==> src/rtl/frq_pkg.sv <==
package frq_pkg;
  typedef enum logic [2:0] {
    ST_IDLE,
    ST_LOOP_A,
    ST_LOOP_B,
    ST_PREP,
    ST_DIVIDE,
    ST_DONE
  } frq_state_t;
endpackage

==> src/rtl/frq_edge_sync.sv <==
module frq_edge_sync (
  input  logic clk,
  input  logic rst_n,
  input  logic osc_in,
  output logic rise
);
  // stage 0 and 1 resolve metastability, stage 2 holds the previous level
  logic [2:0] sh;

  always_ff @(posedge clk or negedge rst_n) begin
    if (!rst_n) sh <= '0;
    else        sh <= {sh[1:0], osc_in};
  end

  assign rise = sh[1] & ~sh[2];

  // a detected rise is a single-cycle pulse
  p_single_pulse_r3: assert property (@(posedge clk) disable iff (!rst_n)
    rise |=> !rise);
endmodule

==> src/rtl/frq_divider.sv <==
module frq_divider #(
  parameter int CNT_W  = 24,
  parameter int FRAC_W = 16
) (
  input  logic                    clk,
  input  logic                    rst_n,
  input  logic                    load,
  input  logic [CNT_W-1:0]        num,
  input  logic [CNT_W-1:0]        den,
  output logic [CNT_W+FRAC_W-1:0] quotient,
  output logic                    last
);
  localparam int QW = CNT_W + FRAC_W;
  localparam int IW = $clog2(QW + 1);

  logic [QW-1:0]    work;
  logic [CNT_W-1:0] rem;
  logic [CNT_W-1:0] dsr;
  logic [IW-1:0]    iter;
  logic [CNT_W:0]   trial;
  logic [CNT_W:0]   diff;
  logic             fits;

  always_comb begin
    trial = {rem, work[QW-1]};
    diff  = trial - {1'b0, dsr};
    fits  = trial >= {1'b0, dsr};
  end

  always_ff @(posedge clk or negedge rst_n) begin
    if (!rst_n) begin
      work <= '0;
      rem  <= '0;
      dsr  <= '0;
      iter <= '0;
    end else if (load) begin
      work <= {num, {FRAC_W{1'b0}}};
      rem  <= '0;
      dsr  <= den;
      iter <= IW'(QW);
    end else if (iter != '0) begin
      rem  <= fits ? diff[CNT_W-1:0] : trial[CNT_W-1:0];
      work <= {work[QW-2:0], fits};
      iter <= iter - 1'b1;
    end
  end

  assign quotient = work;
  assign last     = (iter == IW'(1));

  // partial remainder always stays below a nonzero divisor
  p_rem_bound_r6: assert property (@(posedge clk) disable iff (!rst_n)
    (iter != '0 && dsr != '0) |-> rem < dsr);
endmodule

==> src/rtl/freq_ratio_meter.sv <==
module freq_ratio_meter #(
  parameter int GATE_W = 24,
  parameter int CNT_W  = 24,
  parameter int FRAC_W = 16
) (
  input  logic                    clk,
  input  logic                    rst_n,
  input  logic                    osc_a,
  input  logic                    osc_b,
  input  logic                    start,
  input  logic [GATE_W-1:0]       gate_len,
  output logic                    busy,
  output logic                    res_valid,
  input  logic                    res_ready,
  output logic [CNT_W+FRAC_W-1:0] res_ratio,
  output logic [CNT_W-1:0]        res_cnt_a,
  output logic [CNT_W-1:0]        res_cnt_b,
  output logic                    res_div0
);
  import frq_pkg::*;

  localparam int QW = CNT_W + FRAC_W;
  localparam logic [CNT_W-1:0] CNT_MAX = '1;

  frq_state_t        state;
  logic [GATE_W-1:0] timer;
  logic [GATE_W-1:0] gate_q;
  logic [CNT_W-1:0]  cnt_a;
  logic [CNT_W-1:0]  cnt_b;
  logic [1:0]        osc_vec;
  logic [1:0]        rise;
  logic              window_end;
  logic              div_last;
  logic [QW-1:0]     quotient;

  assign osc_vec = {osc_b, osc_a};

  for (genvar g = 0; g < 2; g++) begin : g_loop
    frq_edge_sync u_sync (
      .clk    (clk),
      .rst_n  (rst_n),
      .osc_in (osc_vec[g]),
      .rise   (rise[g])
    );
  end

  // a zero gate closes after one cycle, like a gate of one
  assign window_end = ({1'b0, timer} + (GATE_W+1)'(1)) >= {1'b0, gate_q};

  always_ff @(posedge clk or negedge rst_n) begin
    if (!rst_n) begin
      state  <= ST_IDLE;
      timer  <= '0;
      gate_q <= '0;
      cnt_a  <= '0;
      cnt_b  <= '0;
    end else begin
      case (state)
        ST_IDLE: if (start) begin
          gate_q <= gate_len;
          timer  <= '0;
          cnt_a  <= '0;
          state  <= ST_LOOP_A;
        end
        ST_LOOP_A: begin
          if (rise[0] && cnt_a != CNT_MAX) cnt_a <= cnt_a + 1'b1;
          if (window_end) begin
            timer <= '0;
            cnt_b <= '0;
            state <= ST_LOOP_B;
          end else begin
            timer <= timer + 1'b1;
          end
        end
        ST_LOOP_B: begin
          if (rise[1] && cnt_b != CNT_MAX) cnt_b <= cnt_b + 1'b1;
          if (window_end) state <= ST_PREP;
          else            timer <= timer + 1'b1;
        end
        ST_PREP:   state <= ST_DIVIDE;
        ST_DIVIDE: if (div_last) state <= ST_DONE;
        ST_DONE:   if (res_ready) state <= ST_IDLE;
        default:   state <= ST_IDLE;
      endcase
    end
  end

  frq_divider #(.CNT_W(CNT_W), .FRAC_W(FRAC_W)) u_div (
    .clk      (clk),
    .rst_n    (rst_n),
    .load     (state == ST_PREP),
    .num      (cnt_a),
    .den      (cnt_b),
    .quotient (quotient),
    .last     (div_last)
  );

  assign busy      = (state != ST_IDLE);
  assign res_valid = (state == ST_DONE);
  assign res_div0  = (cnt_b == '0);
  assign res_ratio = res_div0 ? '0 : quotient;
  assign res_cnt_a = cnt_a;
  assign res_cnt_b = cnt_b;

  p_sat_hold_r5: assert property (@(posedge clk) disable iff (!rst_n)
    (state == ST_LOOP_A && cnt_a == CNT_MAX) |=> cnt_a == CNT_MAX);

  p_a_frozen_r4: assert property (@(posedge clk) disable iff (!rst_n)
    (state == ST_LOOP_B) |=> $stable(cnt_a));

  p_result_hold_r9: assert property (@(posedge clk) disable iff (!rst_n)
    (res_valid && !res_ready) |=> res_valid && $stable(res_ratio)
      && $stable(res_cnt_a) && $stable(res_cnt_b) && $stable(res_div0));

  p_gate_locked_r10: assert property (@(posedge clk) disable iff (!rst_n)
    busy |=> $stable(gate_q));

  p_no_restart_r2: assert property (@(posedge clk) disable iff (!rst_n)
    (state == ST_LOOP_B) |=> state != ST_LOOP_A);
endmodule

==> config.mk <==
export PLATFORM = sky130hd
export DESIGN_NAME = freq_ratio_meter
export DESIGN_NICKNAME = d
export VERILOG_FILES = /design/src/rtl/frq_pkg.sv /design/src/rtl/frq_edge_sync.sv /design/src/rtl/frq_divider.sv /design/src/rtl/freq_ratio_meter.sv
export SDC_FILE = /design/constraint.sdc
export NUM_CORES = 1
export LEC_CHECK = 0
export ABC_AREA = 1
export CORE_ASPECT_RATIO = 1.2
export CORE_MARGIN = 5
export CORE_UTILIZATION = 56
export CTS_CLUSTER_DIAMETER = 100
export DETAILED_ROUTE_END_ITERATION = 12
export DONT_BUFFER_PORTS = 1
export HOLD_SLACK_MARGIN = 0.03
export PLACE_DENSITY = 0.71
export SLEW_MARGIN = 30
export SYNTH_ARGS = -nofsm -noshare
export SYNTH_HDL_FRONTEND = slang
export SYNTH_SLANG_ARGS = --single-unit
==> constraint.sdc <==
create_clock -name clk -period 3.5 [get_ports clk]
set_input_delay 0.7 -clock clk [delete_from_list [all_inputs] [get_ports clk]]
set_output_delay 0.7 -clock clk [all_outputs]
set_load 0.02 [all_outputs]
; Word level (Yosys, flattened, before mapping)
; Index checks and enable logic that the tools add are counted.
[op_classes]
addsub = 6
order_cmp = 2
n_eq_ne = 16
mux = 23
n_bitwise = 4
n_reduce_logical = 15
[op_table]
columns = op, count
row1 = 24-bit two-way mux, 9
row2 = 40-bit two-way mux, 3
row3 = 24-bit case mux with 2 select lines, 2
row4 = "24-bit by 1-bit adder with 24-bit output, second input constant", 3
row5 = 24-bit case mux with 3 select lines, 1
row6 = 25-bit by 24-bit >= comparator with 1-bit output, 2
row7 = "24-bit inequality test, second input constant", 2
row8 = "24-bit by 1-bit adder with 25-bit output, second input constant", 1
row9 = 24-bit logical NOT, 1
row10 = 24-bit subtractor, 1
row11 = 3-bit case mux with 6 select lines, 1
row12 = 3-bit two-way mux, 5
row13 = "2-bit inequality test, second input constant", 7
row14 = 6-bit two-way mux, 2
row15 = 3-bit AND reduction, 3
row16 = "3-bit by 2-bit equality test with 1-bit output, second input constant", 2
row17 = "3-bit equality test, second input constant", 2
row18 = "6-bit by 1-bit equality test with 1-bit output, second input constant", 1
row19 = 2-bit nonzero test, 3
row20 = 3-bit nonzero test, 2
row21 = 6-bit nonzero test, 1
row22 = "6-bit by 1-bit subtractor with 6-bit output, second input constant", 1
row23 = 5-bit AND reduction, 1
row24 = "3-bit by 1-bit equality test with 1-bit output, second input constant", 1
row25 = 6 further kinds, 9
[totals]
regBits = 199
out_inout_bits = 91
word_cells = 77

; Logic depth before layout (Yosys ltp)
[logic_depth]
word_depth = 5
ltp_mapped = 23
mapped_depth_nobuf = 23

; Cells and area by module
; Synthesis repeated with hierarchy kept, for this count alone.
[hier_totals]
hier_cells = 1838
hier_area_um2 = 12866.1
[by_module_without_submodules]
columns = module, n_inst, cells_each, area_per_inst_um2, seq_area_each_um2
row1 = freq_ratio_meter, 1, 1009, 6872.8, 2477.4
row2 = frq_divider, 1, 819, 5823.1, 2352.3
row3 = frq_edge_sync, 2, 5, 85.1, 75.1

; Worst setup path after synthesis
; No wires, ideal clock.
[synth_path]
path_kind = flip-flop to flip-flop
start = reg timer[0]
end = reg cnt_b[17] (netlist: res_cnt_b[17])
t_arrival_ns = 2.820
required_ns = 3.382
slack_ns = 0.562
path_stages_with_launch = 22
period_less_slack_ns = 2.938
cell_sequence = dfrtp_1 -> ha_1 -> nand2_1 -> nor2_1 -> nand2_2 -> nor2_1 -> nand3_1 -> nor2_1 -> xor2_1 -> inv_1 -> ha_1 -> nand2_1 -> nor2_1 -> nand4_1 -> a21oi_2 -> nand2_2 -> and2_4 -> nand3_4 -> nand2_4 -> buf_6 -> nand2_1 -> nand2_1
[synth_between]
elab_chain_len = 4
[synth_rtl]
columns = element, line
row1 = start: declaration, freq_ratio_meter.sv:26  ; logic [GATE_W-1:0] timer;
row2 = start signal: assignment, freq_ratio_meter.sv:72  ; timer <= timer + 1'b1;
row3 = start signal: assignment, freq_ratio_meter.sv:78  ; else timer <= timer + 1'b1;
row4 = 24-bit by 1-bit adder with 25-bit output, freq_ratio_meter.sv:48  ; assign window_end = ({1'b0, timer} + (GATE_W+1)'(1)) >= {1'b0, gate_q};
row5 = 25-bit by 24-bit >= comparator with 1-bit output, freq_ratio_meter.sv:48
row6 = 2-bit inequality test (no source line), -
row7 = 3-bit AND reduction (no source line), -
row8 = end signal: assignment, freq_ratio_meter.sv:76  ; if (rise[1] && cnt_b != CNT_MAX) cnt_b <= cnt_b + 1'b1;
row9 = end: declaration, freq_ratio_meter.sv:29  ; logic [CNT_W-1:0] cnt_b;
; Every way passes these cells.
; A chain may end at the register's enable or synchronous reset.

; Worst setup path in the final report
[layout_path]
start = reg cnt_b[0] (netlist: res_cnt_b[0])
end = out res_ratio[38]
[layout_between]
elab_chain_len = 2
[layout_rtl]
columns = element, line
row1 = 24-bit logical NOT, freq_ratio_meter.sv:100  ; assign res_div0 = (cnt_b == '0);
row2 = 40-bit two-way mux, freq_ratio_meter.sv:101  ; assign res_ratio = res_div0 ? '0 : quotient;
row3 = end: declaration, freq_ratio_meter.sv:15  ; output logic [CNT_W+FRAC_W-1:0] res_ratio,
; Every way passes these cells.

==> metrics.md <==
| Metric | Value |
|---|---|
| Status | `finished with violations` |
| Violated checks | `negative hold slack` |
| H-tree levels | `4` |
| Num rows | `60` |
| Mean Syn Cell Area | `7.19 µm²` |
| Signal arrival time at the worst endpoint | `roughly 2.6 ns` |
| Sequential area share after synthesis | `39.5%` |
| Largest fanout on the critical path | `41` |
| Leak | `~6.9 nW` |
| Chip height | `174 µm` |
| R2R Path Start | `timer[0]` |
| Grt total ovfl | `0` |
| Most frequent CP cell | `inv_1` |
| Vias in the first global route | `roughly 11000` |
| Power Dens Cells | `686 mW/mm²` |
| Final hold vios | `56` |
| First-pass GRT wire length | `54500 µm` |
| Clock network power share | `between 20 and 25%` |
| GRT Util Overall | `25.8%` |
| Finished Core Util | `60.8%` |
| Max Slew Vio Count | `0` |
| Core area | `0.0223 mm²` |
| CTS tree | `done` |
| Commonest non-fill, non-tap cells in the layout | `483 x nand2_1, 263 x inv_1, 199 x dfrtp_1` |
| Worst hold path class | `in -> async` |
| Power consumption | `9.29 mW` |
| Worst r2r path cells | `20` |
| Mapped Cells | `~1800` |
| # placed instances | `1987` |
| Comb pwr share | `between 40% and 50%` |
| Vias/cell | `5.59` |
| P&R area growth vs syn | `7.41%` |
| Maximum clock path buffer count | `2` |
| Non-Filler Instances | `roughly 2000` |
| DRC | `0` |
| Clk slew on worst S/H paths | `0.07 ns` |
| Slew @ Worst Pin | `0.833 ns` |
| Hpwl dp | `between 20000 and 25000 µm` |
| Die width | `147 µm` |
| Synth Cell Area | `0.0126 mm²` |
| Total Routed Length | `33400 µm` |
| Final setup viols | `0` |
| Setup ws final | `~0.23 ns` |
| Sequential share of power | `35.6%` |
| Worst path max stage delay | `between 0.6 and 0.7 ns` |
| Fraction of registers with async set or reset after synthesis | `100%` |
| Critical path's slowest cell | `dfrtp_1` |
| Number of I/O port buffers | `0` |
| CP delay by family, top | `buffers and inverters` |
| Initial DRC count | `827` |
| Top cells by area, synth | `dfrtp_1 39%, nand2_1 14%, inv_1 7.8%` |
| NetSw | `3.98 mW` |
| Root buf cell | `clkbuf_16` |
| Unique masters post-synth | `45` |
| CTS Sinks | `between 150 and 200` |
| Critical Path Start Type | `register` |
| Setup Slack @ Placement | `-0.0234 ns` |
| Min Tclk post-route | `3.27 ns` |
| Sw Share | `42.8%` |
| Critical path required time | `2.80 ns` |
| Share of cells above drive strength 1 | `5.88%` |
| Synth area leader | `dfrtp_1` |
| Worst Skew | `roughly 0.018 ns` |
| Max Cap Viol | `0` |
| Initial antenna violation count | `0` |
| Synth top area share | `about two fifths` |
| Via count | `11353` |
| Clk Latency, worst-skew pair | `0.44 ns` |
| Post-route antenna net violation count | `0` |
| Die Area | `0.0256 mm²` |
| Crit path kind | `reg -> out` |
| Maximum VDD drop | `418 µV` |
| CP Depth | `8` |
| I/O Pins | `121` |
| Max Clk Rate | `just over 0.3 GHz` |
| Starting Density | `56.6%` |
| Most common cell after layout, fill and taps aside | `nand2_1` |
| Fin crit share | `between 90% and 100%` |
| Worst Setup End Kind | `primary output` |
| DR pass1 iterations | `5` |
| N_diodes | `0` |
| Hold slack | `-0.0498 ns` |
| Max-slew headroom | `44.0%` |
| Worst path cell trace | `inv_1 -> ha_1 -> nand4_1 -> nor4_1 -> nand3_2 -> buf_4 -> nand2_1 -> inv_1` |
| Yosys reg bits | `between 150 and 200` |
| Number of synthesized flops with an enable pin | `0` |
| Num CTS Buffers | `17` |
| Nets | `between 1500 and 2000` |
| Post-synth top flop | `dfrtp_1` |
| Largest net degree at the start of global routing | `200` |
| Worst path bufs/invs | `3` |
| Yosys Warn Count | `0` |
| Worst Setup SP | `res_cnt_b[0]` |
| Syn nets | `1840` |
| Pint | `5.31 mW` |
| Wire length per cell | `16.5 µm` |
| Gp weighted congestion | `0.993` |
cell families (layout without fill, tap and decap cells):
family / count (synthesis) / after routing / synth area share (%)
AO/OA/AOI/OAI: 194 / 194 / 8.65
XOR/XNOR: 66 / 66 / 4.58
adder cells (fa/ha/maj): 55 / 55 / 5.51
buffers and inverters: 338 / 330 / 10.8
flip-flops: 199 / 199 / 39.5
multiplexers: 1 / 1 / 0.0893
AND/OR/NAND/NOR: 902 / 906 / 30.9
metal layers:
layer | vias to the layer above | share of wire (%) | track usage [%]
li1 | 5587 | - | -
met1 | 5366 | 43 | 34.1
met2 | 338 | 49 | 43.4
met3 | 62 | 5.2 | 4.02
met4 | 0 | 3.0 | 8.82
met5 | - | 0 | 0
what timing repair did:
item | 4_1_cts | 5_1_grt
buffers inserted | 0 | 5
gates resized for setup | 1 | 20
setup endpoints to repair | 24 | 50
gates cloned | 0 | 6
endpoints found under the hold margin | 199 | 199
state kept, by name, indices dropped and copies added (netlist names):
register and flops:
u_div.quotient 40, timer 24, u_div.iter 6, res_cnt_b 24
res_cnt_a 24, state 3, u_div.dsr 24, gate_q 24
g_loop.u_sync.sh 6, u_div.rem 24
synth_stat cells, types with 20 or more instances:
master / count
xor2_1: 40
clkbuf_1: 33
nand4_1: 50
dfrtp_1: 199
nand2_1: 485
nor3_1: 37
nand3_1: 144
o21ai_0: 75
buf_2: 20
xnor2_1: 26
a21oi_1: 64
nor2_1: 149
inv_1: 263
ha_1: 54
power groups by stage:
| stage | sequential (mW) | clock (mW) | combinational, mW |
|---|---|---|---|
| detailed placement | 3.34 | 0 | 3.86 |
| global placement | 3.33 | 0 | 3.78 |
| CTS | 3.30 | 1.93 | 3.89 |
| floorplan | 3.23 | 0 | 3.13 |
| finish | 3.30 | 1.89 | 4.10 |
| global route | 3.38 | 2.04 | 4.66 |
final timing paths:
check | slack [ns] | to
max reg2reg | 0.26 | res_cnt_b[12]
max | 0.23 | res_ratio[38]
max in group asynchronous | 3.24 | res_cnt_a[16]
min | -0.05 | res_cnt_b[23]
min in group clk | 0.28 | g_loop[0].u_sync.sh[0]
min reg2reg | 0.35 | g_loop[0].u_sync.sh[1]
area by class of cell:
cell class / instances / area, µm²
Fill cell: 2103 / 8750
Sequential cell: 199 / 4980
Tap cell: 279 / 349
Inverter: 272 / 1020
Timing Repair Buffer: 26 / 246
Clock inverter: 14 / 120
Multi-Input combinational cell: 1222 / 6400
Clock buffer: 18 / 429
metrics by stage:
stage	setup TNS (ns)	cell area [µm²]
detailed placement	-0.0620	12800
global route	-0.465	13600
CTS	0	13300
floorplan	0	12600
global placement	0	12800
finish	0	13600
(Power assumes the default switching activity.)
